`src/rtl/rdsch_pkg.sv`:
```
package rdsch_pkg;

  typedef enum logic [1:0] {
    CMD_NOP  = 2'd0,
    CMD_READ = 2'd1,
    CMD_BST  = 2'd2,
    CMD_PRE  = 2'd3
  } cmd_e;

  typedef enum logic [1:0] {
    FU_NONE = 2'd0,
    FU_BST  = 2'd1,
    FU_PRE  = 2'd2
  } fu_e;

  // element count -> data pairs, at least one, capped at the burst
  function automatic int unsigned elem_pairs(int unsigned len, int unsigned bl);
    int unsigned p;
    p = (len + 1) / 2;
    if (p == 0) p = 1;
    if (p > bl / 2) p = bl / 2;
    return p;
  endfunction

  // timer load value: counter reaches zero after max(v,1) cycles
  function automatic int unsigned sat_dec(int unsigned v);
    return (v == 0) ? 0 : v - 1;
  endfunction

endpackage

```
`src/rtl/rd_bank_timers.sv`:
```
module rd_bank_timers #(
  parameter int NBANK = 4,
  parameter int TMR_W = 6,
  localparam int BANK_W = $clog2(NBANK)
) (
  input  logic              clk,
  input  logic              rst_n,
  input  logic              act_i,
  input  logic [BANK_W-1:0] act_bank_i,
  input  logic [TMR_W-1:0]  cfg_tras_i,
  input  logic [TMR_W-1:0]  cfg_trp_i,
  input  logic              pre_go,
  input  logic [BANK_W-1:0] pre_bank,
  input  logic              rd_go,
  input  logic [BANK_W-1:0] rd_bank,
  output logic [NBANK-1:0]  tras_done,
  output logic [NBANK-1:0]  trp_done
);
  import rdsch_pkg::*;

  logic [TMR_W-1:0] tras_load, trp_load;
  assign tras_load = TMR_W'(sat_dec(32'(cfg_tras_i)));
  assign trp_load  = TMR_W'(sat_dec(32'(cfg_trp_i)));

  for (genvar b = 0; b < NBANK; b++) begin : g_bank
    logic [TMR_W-1:0] tras_cnt, trp_cnt;

    always_ff @(posedge clk) begin
      if (!rst_n) begin
        tras_cnt <= '0;
      end else if (act_i && act_bank_i == BANK_W'(b)) begin
        tras_cnt <= tras_load;
      end else if (tras_cnt != '0) begin
        tras_cnt <= tras_cnt - TMR_W'(1);
      end
    end

    always_ff @(posedge clk) begin
      if (!rst_n) begin
        trp_cnt <= '0;
      end else if (pre_go && pre_bank == BANK_W'(b)) begin
        trp_cnt <= trp_load;
      end else if (trp_cnt != '0) begin
        trp_cnt <= trp_cnt - TMR_W'(1);
      end
    end

    assign tras_done[b] = (tras_cnt == '0);
    assign trp_done[b]  = (trp_cnt == '0);
  end

  AST_PRE_AFTER_TRAS: assert property (@(posedge clk) disable iff (!rst_n)
    pre_go |-> tras_done[pre_bank]);

  AST_RD_BANK_IDLE: assert property (@(posedge clk) disable iff (!rst_n)
    rd_go |-> trp_done[rd_bank]);

endmodule

```
`src/rtl/rd_followup.sv`:
```
module rd_followup #(
  parameter int BL = 8,
  parameter int NBANK = 4,
  localparam int BANK_W = $clog2(NBANK),
  localparam int PAIR_W = $clog2(BL / 2 + 1)
) (
  input  logic              clk,
  input  logic              rst_n,
  input  logic              rd_go,
  input  logic [PAIR_W-1:0] rd_pairs,
  input  logic              rd_close,
  input  logic [BANK_W-1:0] rd_bank,
  input  logic              fu_clear,
  output logic              slot_open,
  output logic              fu_due,
  output logic [1:0]        fu_kind,
  output logic [BANK_W-1:0] fu_bank
);
  import rdsch_pkg::*;

  logic [PAIR_W-1:0] gap_cnt;
  logic              short_burst;

  assign short_burst = rd_pairs < PAIR_W'(BL / 2);

  always_ff @(posedge clk) begin
    if (!rst_n) begin
      gap_cnt <= '0;
      fu_kind <= FU_NONE;
      fu_bank <= '0;
    end else if (rd_go) begin
      gap_cnt <= rd_pairs - PAIR_W'(1);
      fu_bank <= rd_bank;
      if (rd_close)         fu_kind <= FU_PRE;
      else if (short_burst) fu_kind <= FU_BST;
      else                  fu_kind <= FU_NONE;
    end else begin
      if (gap_cnt != '0) gap_cnt <= gap_cnt - PAIR_W'(1);
      if (fu_clear)      fu_kind <= FU_NONE;
    end
  end

  assign slot_open = (gap_cnt == '0);
  assign fu_due    = slot_open && (fu_kind != FU_NONE);

  AST_RD_SPACING: assert property (@(posedge clk) disable iff (!rst_n)
    rd_go |-> (slot_open && !fu_due));

  AST_CLEAR_WHEN_DUE: assert property (@(posedge clk) disable iff (!rst_n)
    fu_clear |-> fu_due);

endmodule

```
`src/rtl/rd_wr_guard.sv`:
```
module rd_wr_guard #(
  parameter int BL = 8,
  parameter int CL = 3,
  localparam int PAIR_W = $clog2(BL / 2 + 1),
  localparam int WCNT_W = $clog2(CL + BL / 2 + 1)
) (
  input  logic              clk,
  input  logic              rst_n,
  input  logic              rd_go,
  input  logic [PAIR_W-1:0] rd_pairs,
  output logic              wr_ok
);
  logic [WCNT_W-1:0] busy_cnt;

  always_ff @(posedge clk) begin
    if (!rst_n) begin
      busy_cnt <= '0;
    end else if (rd_go) begin
      busy_cnt <= WCNT_W'(CL) + WCNT_W'(rd_pairs);
    end else if (busy_cnt != '0) begin
      busy_cnt <= busy_cnt - WCNT_W'(1);
    end
  end

  assign wr_ok = (busy_cnt == '0);

  AST_WR_HELD: assert property (@(posedge clk) disable iff (!rst_n)
    rd_go |=> !wr_ok);

endmodule

```
`src/rtl/ddr_rd_sched.sv`:
```
module ddr_rd_sched #(
  parameter int NBANK = 4,
  parameter int COL_W = 10,
  parameter int LEN_W = 4,
  parameter int BL    = 8,
  parameter int CL    = 3,
  parameter int TMR_W = 6,
  localparam int BANK_W = $clog2(NBANK),
  localparam int PAIR_W = $clog2(BL / 2 + 1)
) (
  input  logic              clk,
  input  logic              rst_n,
  input  logic              req_valid_i,
  input  logic [BANK_W-1:0] req_bank_i,
  input  logic [COL_W-1:0]  req_col_i,
  input  logic [LEN_W-1:0]  req_len_i,
  input  logic              req_close_i,
  output logic              req_ready_o,
  input  logic              act_i,
  input  logic [BANK_W-1:0] act_bank_i,
  input  logic [TMR_W-1:0]  cfg_tras_i,
  input  logic [TMR_W-1:0]  cfg_trp_i,
  output logic [1:0]        cmd_o,
  output logic [BANK_W-1:0] cmd_bank_o,
  output logic [COL_W-1:0]  cmd_col_o,
  output logic              wr_ok_o
);
  import rdsch_pkg::*;

  // named internal events
  logic              rd_go, bst_go, pre_go, fu_clear;
  logic [PAIR_W-1:0] req_pairs;
  logic              slot_open, fu_due;
  logic [1:0]        fu_kind;
  logic [BANK_W-1:0] fu_bank;
  logic [NBANK-1:0]  tras_done, trp_done;

  assign req_pairs = PAIR_W'(elem_pairs(32'(req_len_i), BL));

  assign bst_go   = fu_due && (fu_kind == FU_BST);
  assign pre_go   = fu_due && (fu_kind == FU_PRE) && tras_done[fu_bank];
  assign fu_clear = bst_go || pre_go;
  assign rd_go    = req_valid_i && slot_open && !fu_due && trp_done[req_bank_i];
  assign req_ready_o = rd_go;

  rd_followup #(.BL(BL), .NBANK(NBANK)) u_fu (
    .clk(clk), .rst_n(rst_n),
    .rd_go(rd_go), .rd_pairs(req_pairs), .rd_close(req_close_i),
    .rd_bank(req_bank_i), .fu_clear(fu_clear),
    .slot_open(slot_open), .fu_due(fu_due), .fu_kind(fu_kind), .fu_bank(fu_bank)
  );

  rd_bank_timers #(.NBANK(NBANK), .TMR_W(TMR_W)) u_tmr (
    .clk(clk), .rst_n(rst_n),
    .act_i(act_i), .act_bank_i(act_bank_i),
    .cfg_tras_i(cfg_tras_i), .cfg_trp_i(cfg_trp_i),
    .pre_go(pre_go), .pre_bank(fu_bank),
    .rd_go(rd_go), .rd_bank(req_bank_i),
    .tras_done(tras_done), .trp_done(trp_done)
  );

  rd_wr_guard #(.BL(BL), .CL(CL)) u_wr (
    .clk(clk), .rst_n(rst_n),
    .rd_go(rd_go), .rd_pairs(req_pairs), .wr_ok(wr_ok_o)
  );

  always_ff @(posedge clk) begin
    if (!rst_n) begin
      cmd_o      <= CMD_NOP;
      cmd_bank_o <= '0;
      cmd_col_o  <= '0;
    end else if (bst_go) begin
      cmd_o      <= CMD_BST;
      cmd_bank_o <= '0;
      cmd_col_o  <= '0;
    end else if (pre_go) begin
      cmd_o      <= CMD_PRE;
      cmd_bank_o <= fu_bank;
      cmd_col_o  <= '0;
    end else if (rd_go) begin
      cmd_o      <= CMD_READ;
      cmd_bank_o <= req_bank_i;
      cmd_col_o  <= req_col_i;
    end else begin
      cmd_o      <= CMD_NOP;
      cmd_bank_o <= '0;
      cmd_col_o  <= '0;
    end
  end

  AST_ONE_CMD: assert property (@(posedge clk) disable iff (!rst_n)
    $onehot0({rd_go, bst_go, pre_go}));

  AST_READ_SEEN: assert property (@(posedge clk) disable iff (!rst_n)
    rd_go |=> (cmd_o == CMD_READ));

endmodule

```
`config.mk`:
```
export PLATFORM = sky130hd
export DESIGN_NAME = ddr_rd_sched
export DESIGN_NICKNAME = d
export VERILOG_FILES = /design/src/rtl/rdsch_pkg.sv /design/src/rtl/rd_bank_timers.sv /design/src/rtl/rd_followup.sv /design/src/rtl/rd_wr_guard.sv /design/src/rtl/ddr_rd_sched.sv
export SDC_FILE = /design/constraint.sdc
export NUM_CORES = 1
export LEC_CHECK = 0
export BUFFER_PORTS_ARGS = -buffer_cell sky130_fd_sc_hd__buf_2
export CAP_MARGIN = 5
export CORE_MARGIN = 2
export CORE_UTILIZATION = 34
export DETAILED_ROUTE_END_ITERATION = 7
export PLACE_DENSITY_LB_ADDON = 0.1
export SLEW_MARGIN = 20
export SYNTH_ARGS = -nofsm -noshare
export SYNTH_HDL_FRONTEND = slang
export SYNTH_SLANG_ARGS = --single-unit
```
`constraint.sdc`:
```
create_clock -name clk -period 4 [get_ports clk]
set_input_delay 0.8 -clock clk [delete_from_list [all_inputs] [get_ports clk]]
set_output_delay 0.8 -clock clk [all_outputs]
set_load 0.05 [all_outputs]
```
=== Yosys cells after proc, flatten, opt, wreduce, memory -nomap -nowiden ===
Cells that the tools add are included.

* Memories kept: 0
* Memory bits (read-only): 0
* Input bits: 35
* Output and inout bits: 16
* Memory bits (writable): 0
* Bits in latches: 0
* Bits in registers: 72

* Div/mod/pow operators: 0
* Muxes and demuxes: 37
* Bitwise gates (word level): 2
* Multiply operators: 0
* Equality and inequality tests: 8
* Shifts and indexed selects: 0
* $add $sub $neg: 15
* Magnitude comparators: 4
* Reductions and logical operators: 56

{| class="wikitable"
|+ Operator list
! kind !! count
|-
| 2-to-1 mux 6 bit || 18
|-
| logical NOT 6 bit || 10
|-
| subtractor 6 x 1 -> 6 bit (second input constant) || 10
|-
| nonzero test 6 bit || 8
|-
| logical NOT 32 bit || 1
|-
| nonzero test 2 bit || 12
|-
| logical AND 1 bit || 15
|-
| 2-to-1 mux 3 bit || 5
|-
| 2-to-1 mux 2 bit || 7
|-
| == test 2 bit (second input constant) || 5
|-
| subtractor 3 x 1 -> 3 bit (second input constant) || 3
|-
| == test 2 x 1 -> 1 bit (second input constant) || 3
|-
| logical NOT 3 bit || 2
|-
| less-than comparator 2 x 3 -> 1 bit (second input constant) || 2
|-
| nonzero test 3 bit || 2
|-
| adder 4 x 1 -> 5 bit (second input constant) || 1
|-
| binary-select mux 1 bit (select 2 bit) || 2
|-
| > comparator 4 x 3 -> 1 bit (second input constant) || 1
|-
| logical NOT 2 bit || 2
|-
| 2-to-1 mux 1 bit || 4
|-
| 2-to-1 mux 4 bit || 1
|-
| OR reduction 4 bit || 1
|-
| adder 2 x 3 -> 3 bit (first input constant) || 1
|-
| less-than comparator 3 bit (second input constant) || 1
|-
| other kinds (4) || 5
|}

=== Logic depth before layout (Yosys ltp) ===
Gate-level depths: netlist (run 1).

* Word-level depth: 9
* Mapped depth: 12
* Mapped depth without buffers: 12

=== Cells and area by module ===
A second synthesis (run 1) with hierarchy kept.

* Cells, all modules: 470
* Area total of the unflattened synthesis: 4199.0 um^2

{| class="wikitable"
|+ Modules (own cells, without submodules)
! module !! area each (um^2) !! instances !! cells each !! seq. area each (um^2)
|-
| rd_bank_timers || 2982.9 || 1 || 353 || 960.9
|-
| ddr_rd_sched || 644.4 || 1 || 60 || 280.3
|-
| rd_followup || 341.6 || 1 || 32 || 140.1
|-
| rd_wr_guard || 230.2 || 1 || 25 || 60.1
|}

=== Least setup slack after synthesis (run 1) ===
Ideal clock, no wire load.

* Path type: input port to flip-flop
* Start point: input port req_bank_i[0]
* End point: register u_fu.gap_cnt[2]
* Library setup time: 0.063 ns
* Path slack: 1.277 ns
* Arrival time: 2.660 ns
* Stages: 8
* Path through: and4b_1 o21a_1 nor2_1 inv_2 a31oi_1 ha_1 or4b_2 nand3_1

* Cells in the longest elaborated chain, start to end: 4

{| class="wikitable"
|+ RTL lines
! item !! line !! text
|-
| from (decl) || ddr_rd_sched.sv:14 || <nowiki>input logic [BANK_W-1:0] req_bank_i,</nowiki>
|-
| binary-select mux 1 bit (select 2 bit) * || ddr_rd_sched.sv:43 || <nowiki>assign rd_go = req_valid_i && slot_open && !fu_due && trp_done[req_bank_i];</nowiki>
|-
| 2-to-1 mux 1 bit (not written as such) * || ddr_rd_sched.sv:43 ||
|-
| logical AND 1 bit * || ddr_rd_sched.sv:43 ||
|-
| named net req_ready_o || ddr_rd_sched.sv:18 || <nowiki>output logic req_ready_o,</nowiki>
|-
| 2-to-1 mux 3 bit or nonzero test 2 bit (tied branches) || -- ||
|-
| to (signal assigned) || rd_followup.sv:32 || <nowiki>gap_cnt <= rd_pairs - PAIR_W'(1);</nowiki>
|-
| to (signal assigned) || rd_followup.sv:38 || <nowiki>if (gap_cnt != '0) gap_cnt <= gap_cnt - PAIR_W'(1);</nowiki>
|-
| to (decl) || rd_followup.sv:21 || <nowiki>logic [PAIR_W-1:0] gap_cnt;</nowiki>
|}

Mark *: on every way through the listed nets, which the timed path passes. The rest lies on a longest branch. The select of a mux whose other input is x is not followed.
A chain may end at the register's enable or synchronous reset.

=== Final worst setup path (run 1) ===
* Start point: register u_fu.gap_cnt[2]
* End point: output port req_ready_o

* Cells in the longest elaborated chain, start to end: 5

{| class="wikitable"
|+ RTL lines
! item !! line !! text
|-
| logical NOT 3 bit * || rd_followup.sv:43 || <nowiki>assign slot_open = (gap_cnt == '0);</nowiki>
|-
| logical AND 1 bit || rd_followup.sv:44 || <nowiki>assign fu_due = slot_open && (fu_kind != FU_NONE);</nowiki>
|-
| logical NOT 1 bit || ddr_rd_sched.sv:43 ||
|-
| logical AND 1 bit * (2 in series) || ddr_rd_sched.sv:43 ||
|-
| to (decl) || ddr_rd_sched.sv:18 ||
|}

Mark *: on every way between the ends. The rest lies on a longest branch, timed or not.

==> results of run 1 <==
[area by class of cell]
| cell class | count | share of cell area |
|---|---|---|
| clock buffer | 10 | 0.04791 |
| multi-input combinational | 391 | 0.5220 |
| clock inverter | 6 | 0.01754 |
| sequential | 72 | 0.3016 |
| timing repair buffer | 51 | 0.05393 |
| tap | 143 | 0.03743 |
| inverter | 25 | 0.01963 |
[stage by stage]
step / instance area, sq um / instances / utilization / total power, mW / hold slack (ns)
after CTS: 4780 / 698 / 0.4133 / 4.190 / 0.5080
after global routing: 4780 / 698 / 0.4133 / 4.555 / 0.5574
after floorplan: 4071 / 499 / - / 2.924 / 0.4705
final: 4780 / 698 / 0.4133 / 4.158 / 0.5190
after global placement: 4467 / 682 / 0.3862 / 3.305 / 0.4905
after detailed placement: 4467 / 682 / 0.3862 / 3.310 / 0.4994
[power by group through the flow]
stage | sequential, mW | combinational (mW) | clock [mW]
detailed placement | 1.23 | 2.08 | 0
floorplan | 1.22 | 1.71 | 0
CTS | 1.22 | 2.10 | 0.871
global route | 1.25 | 2.40 | 0.899
finish | 1.22 | 2.10 | 0.846
global placement | 1.23 | 2.08 | 0
[registers in the layout, indices dropped and copies added (netlist names)]
| name | cells |
|---|---|
| u_fu.gap_cnt | 3 |
| u_fu.fu_bank | 2 |
| u_wr.busy_cnt | 3 |
| cmd_o | 2 |
| cmd_bank_o | 2 |
| u_tmr.g_bank.trp_cnt | 24 |
| u_fu.fu_kind | 2 |
| u_tmr.g_bank.tras_cnt | 24 |
| cmd_col_o | 10 |
[cell families (layout without fill, tap and decap cells)]
kind of cell	Yosys count	count (layout)	share of synthesized area
buffers and inverters	36	92	0.03319
muxes	5	5	0.01229
adders and majority gates	25	25	0.07683
xor gates and xnor gates	48	48	0.1033
AOI/OAI and AO/OA	87	87	0.1408
and+or+nand+nor	226	226	0.2797
DFF	72	72	0.3540
[critical path: cells and delay by family, from the launching register on]
family | cells | cell delay (ns)
compound gates | 1 | 0.32
buf+inv | 2 | 0.37
flops | 1 | 0.34
simple gates | 3 | 0.91
[per-layer routing]
layer / vias up / share of wire / GRT usage
met4: 0 / 0.0058 / 0.03902
li1: 1833 / - / -
met2: 69 / 0.46 / 0.2623
met3: 5 / 0.042 / 0.04251
met5: - / 0 / 0
met1: 1611 / 0.50 / 0.2179
[final timing paths]
path / start / to / slack [ns]
worst min register to register: u_fu.fu_bank[1]$_SDFFE_PN0N_ / u_fu.fu_bank[1]$_SDFFE_PN0N_ / 0.52
worst max-delay path: u_fu.gap_cnt[2]$_SDFFE_PN0P_ / req_ready_o / 0.92
worst min-delay path: u_fu.fu_bank[1]$_SDFFE_PN0N_ / u_fu.fu_bank[1]$_SDFFE_PN0N_ / 0.52
worst max register to register: u_tmr.g_bank[3].trp_cnt[0]$_SDFFE_PN0P_ / u_fu.gap_cnt[2]$_SDFFE_PN0P_ / 1.28
[cell usage in the layout, fill, tap and decap left out, types with 5 or more instances in the layout]
cell	synthesis	final
a211oi_1	5	5
a21oi_1	39	39
and2_1	10	10
and3_1	5	5
buf_2	0	50
clkbuf_16	0	9
dfxtp_1	72	72
ha_1	25	25
inv_1	24	24
mux2i_1	5	5
nand2_1	51	51
nand2b_1	7	7
nand3_1	32	32
nand3b_1	6	6
nor2_1	62	62
nor3_1	23	23
o211ai_1	6	6
o21a_1	7	7
o21ai_0	5	5
o22a_1	9	9
or3_1	7	7
xnor2_1	25	25
xor2_1	23	23
==> results.toml, run 1 <==
[route]
drt-initial-drc-count = 242
via_count = 3518
drtAntennaViolNets = 0
dr.pass1.iters = 4
wl_per_cell_microns = 14.17
viasPerCell = 5.040
drc = 0
finalWirelength_microns = 9888

[floorplan]
fp.coreArea_sq_mm = 0.01156
die_x_microns = 113.4
dieArea_sq_mm = 0.01287
std_cell_rows = 39
ios = 51
start_util = 0.3521
die-height_microns = 113.4

[global_route]
antenna_found_initial = 0
grt_pass1_wl_microns = 16660
grtUsageTotal = 0.1624
overflow = 0
grt_max_degree = 49
grt_pass1_vias = 3452

[sta]
setup_slack_ns = 0.9249
skew_ns = 0.005837
hold_viol = 0
rsz0062_at_grt = "no"
tns_ns = 0
tightest_slew_ns = 0.7353
drv_slew = 0
setup_violations = 0
period_needed_ns = 3.075
period_share = 0.7688
timing.fmax_mhz = 325.2
slew_headroom = 0.5080

[yosys]
synth_top_area_cell = "dfxtp_1"
ys_ff_latch = 72
syn_avg_cell_area_sq_um = 8.159
synth_area_leaders = "dfxtp_1 35%, ha_1 7.7%, nor2_1 5.7%"
synth_ff_type = "dfxtp_1"
synth_edf_count = 0
syn-num-nets = 559
synth_cell_type_count = 53
synthArstFlopShare = 0
yosysMostFrequentCell = "dfxtp_1"
netlist.area_leader.share = 0.3540
synth-seq-area-share = 0.3540
synth_common_cells = "72 x dfxtp_1, 62 x nor2_1, 51 x nand2_1"
synth_cells = 499
yosysWarnings = 0
netlist_area_sq_mm = 0.004071

[critical_path]
cp_slowest_cell = "nor4_2"
critical_path.cell_chain = "nor4_2, and4b_1, o21a_1, nor2_1, inv_2, buf_2"
cp.arrival_ns = 2.28
worstSetupPathType = "reg2out"
cpPeakStageDelay_ns = 0.45
endpoint_kind = "primary output"
critPathLaunchType = "register"
required_ns = 3.20
critPathMaxFanout = 9
rr_worst_depth = 10

[power_and_ir_drop]
switching_share = 0.3961
clkPwrFrac = 0.203
power_frac_seq = 0.293
vdd_ir_drop_max_uv = 366.6
powerDensity_mw_per_mm2 = 869.9
p_int_mw = 2.511
p_switching_mw = 1.647
combPwrFrac = 0.504
p_leak_nw = 2.045

[clock_network]
cts_root_buffer = "clkbuf_16"
post_cts_buffers = 0
clock-sinks = 72
cts_made_buffers = 9
htree_levels = 3
clkTransAtPathRegs_ns = 0.06
cts_tree = "built"
hold_buffers = 0
clockBufferDepth = 2
clk_latency_ns = 0.33
post_cts_resized = 0

[place]
gp_congestion = 0.7983
pre_cts_slack_ns = 0.9695
detailedPlacementHpwl_microns = 7238
io_buffers = 50

[hold_path]
hold_class = "reg2reg"
min_delay_path_depth = 2

[final_layout]
diodes = 0
syn_to_final_growth_pct = 17.39
fin_nets = 610
final_layout_size_suffix_gt1_frac = 0.1459
multiInputGateArea_sq_mm = 0.002495
num-fill-cells = 1179
seqCellArea_sq_mm = 0.001441

[run_status]
status = "finished clean"

[flow_run]
drv_cap = 0
(Power assumes the default switching activity.)
==> run 2: changes to the inputs <==
==> constraint.sdc (replaced) <==
create_clock -name clk -period 2.5 [get_ports clk]
set_input_delay 0.5 -clock clk [delete_from_list [all_inputs] [get_ports clk]]
set_output_delay 0.5 -clock clk [all_outputs]
set_load 0.05 [all_outputs]
==> run 2 against run 1 <==
Sequential share of layout area fell by 0.68 points. Worst setup slack lost 0.84 ns. Non-clock buffer count grew 16.
==> results.toml, run 2 (synthesized netlist as in run 1, its figures left out) <==
[run_status]
status = "finished clean"

[place]
gp_congestion = 0.8260
dp.cells = 689
detailedPlacementHpwl_microns = 7536
io_buffers = 50

[clock_network]
cts_tree = "built"
clockBufferDepth = 2
clkTransAtPathRegs_ns = 0.05
clock-sinks = 72
htree_levels = 3
cts_root_buffer = "clkbuf_16"
cts_made_buffers = 9
hold_buffers = 0
clk_latency_ns = 0.34

[route]
drtAntennaViolNets = 0
via_count = 3636
finalWirelength_microns = 10210
drc = 0
drt-initial-drc-count = 180
viasPerCell = 5.092
dr.pass1.iters = 4
wl_per_cell_microns = 14.30

[floorplan]
dieArea_sq_mm = 0.01287
ios = 51
die_x_microns = 113.4
die-height_microns = 113.4
fp.coreArea_sq_mm = 0.01156
start_util = 0.3521
std_cell_rows = 39

[final_layout]
final_cell_mix = "67 x dfxtp_1, 61 x nor2_1, 51 x nand2_1"
final_layout_size_suffix_gt1_frac = 0.1856
syn_to_final_growth_pct = 20.62
mostFrequentLayoutCell = "dfxtp_1"
reg.largest.list = "u_tmr.g_bank.tras_cnt (24), u_tmr.g_bank.trp_cnt (24), cmd_col_o (10)"
fin_nets = 626
fin_cells = 714
diodes = 0

[power_and_ir_drop]
p_int_mw = 3.983
powerDensity_mw_per_mm2 = 1358
switching_share = 0.4028
vdd_ir_drop_max_uv = 560.7
p_leak_nw = 2.107
combPwrFrac = 0.527
clkPwrFrac = 0.177
p_switching_mw = 2.686
power_frac_seq = 0.297

[critical_path]
critPathMaxFanout = 4
worstSetupPathType = "reg2out"
critPathLaunchType = "register"
endpoint_kind = "primary output"
crit_buf_inv = 3
cpPeakStageDelay_ns = 0.47
path_delay_family = "simple AND/OR/NAND/NOR gates"
critical_path.cell_chain = "inv_2, ha_4, or4b_4, nor3_4, o21a_2, nor2_4, inv_4, buf_8"
cp_slowest_cell = "or4b_4"
required_ns = 2.00
cp.arrival_ns = 1.91

[flow_run]
drv_cap = 0

[sta]
period_share = 0.9645
timing.fmax_mhz = 414.7
setup_violations = 0
worst_hold_slack_ns = 0.3615
drv_slew = 0
period_needed_ns = 2.411
slew_headroom = 0.6134
skew_ns = 0.005455
tightest_slew_ns = 0.5637
hold_viol = 0

[hold_path]
hold_class = "in2reg"

[global_route]
grt_max_degree = 29
grt_pass1_wl_microns = 16950
grtUsageTotal = 0.1664
met1_usage = 0.2140
grt_pass1_vias = 3545
met3_usage = 0.05207
overflow = 0
top_usage_layer = "met2"
antenna_found_initial = 0
met2_usage = 0.2699
==> run 2: changes by cell type in the layout (fill, tap and decap cells not counted), moves of 2 or more <==
cell       change
bufinv_16      -2
dfxtp_2        +5
dfxtp_1        -5
ha_1           -2
clkbuf_1       +2
buf_4         +16
inv_1          -2
==> run 2: final timing paths <==
kind,startpoint,to,slack [ns],cells past startpoint
worst min-delay path,req_col_i[5],cmd_col_o[5]$_SDFF_PP0_,0.36,2
worst max-delay path,u_tmr.g_bank[0].trp_cnt[1]$_SDFFE_PN0P_,req_ready_o,0.09,8
worst max register to register,u_tmr.g_bank[1].trp_cnt[0]$_SDFFE_PN0P_,u_fu.gap_cnt[2]$_SDFFE_PN0P_,0.09,10
worst min register to register,u_fu.fu_bank[1]$_SDFFE_PN0N_,u_fu.fu_bank[1]$_SDFFE_PN0N_,0.52,2
==> run 2: stage by stage <==
| step | area (sq um) | power [mW] | TNS (ns) | setup slack, ns | utilization |
|---|---|---|---|---|---|
| 6_report | 4911 | 6.668 | 0 | 0.08876 | 0.4246 |
| 5_1_grt | 4911 | 7.295 | -0.01291 | -0.007718 | 0.4246 |
| 4_1_cts | 4838 | 6.628 | 0 | 0.001754 | 0.4184 |
| 3_5_place_dp | 4522 | 5.331 | 0 | 0.03910 | 0.3910 |
| 3_3_place_gp | 4522 | 5.293 | 0 | 0.09809 | 0.3910 |
| 2_1_floorplan | 4074 | 4.680 | 0 | 0.03319 | - |
==> run 2: layer usage <==
layer  routed length (microns)  share of wire  vias up
met3                       472          0.046        4
li1                          -              -     1859
met2                      4928           0.48       80
met1                      4744           0.46     1693
met5                         0              0        -
met4                        61         0.0060        0
==> run 2: power by group through the flow <==
stage,Sequential (mW),Clock (mW),Combinational [mW]
after floorplan,1.94,0,2.74
after global placement,1.97,0,3.33
after global routing,2.03,1.26,4.00
after detailed placement,1.97,0,3.36
final,1.98,1.18,3.51
after CTS,1.96,1.22,3.45
==> run 2: layout make-up <==
| cell class | instances | area, sq um |
|---|---|---|
| flip-flops and latches | 72 | 1448 |
| clock inverters | 3 | 17.52 |
| inverters | 25 | 96.34 |
| repair buffers | 67 | 387.9 |
| well taps | 143 | 178.9 |
| fillers | 1186 | 6654 |
| multi-input cells | 391 | 2532 |
| clock buffers | 13 | 250.2 |
==> run 2: what timing repair did <==
item                       in CTS  in global routing
setup endpoints to repair       1                  2
pin swaps                       2                  5
gates resized for setup         5                 12
buffers inserted                5                  4
==> run 2: worst reg2reg max path: cells and delay by family, from the launching register on <==
| kind | cells | cell delay, ns |
|---|---|---|
| compound gates | 2 | 0.39 |
| simple gates | 4 | 1.07 |
| fa+ha+maj | 2 | 0.42 |
| buf+inv | 2 | 0.12 |
| flops | 1 | 0.34 |
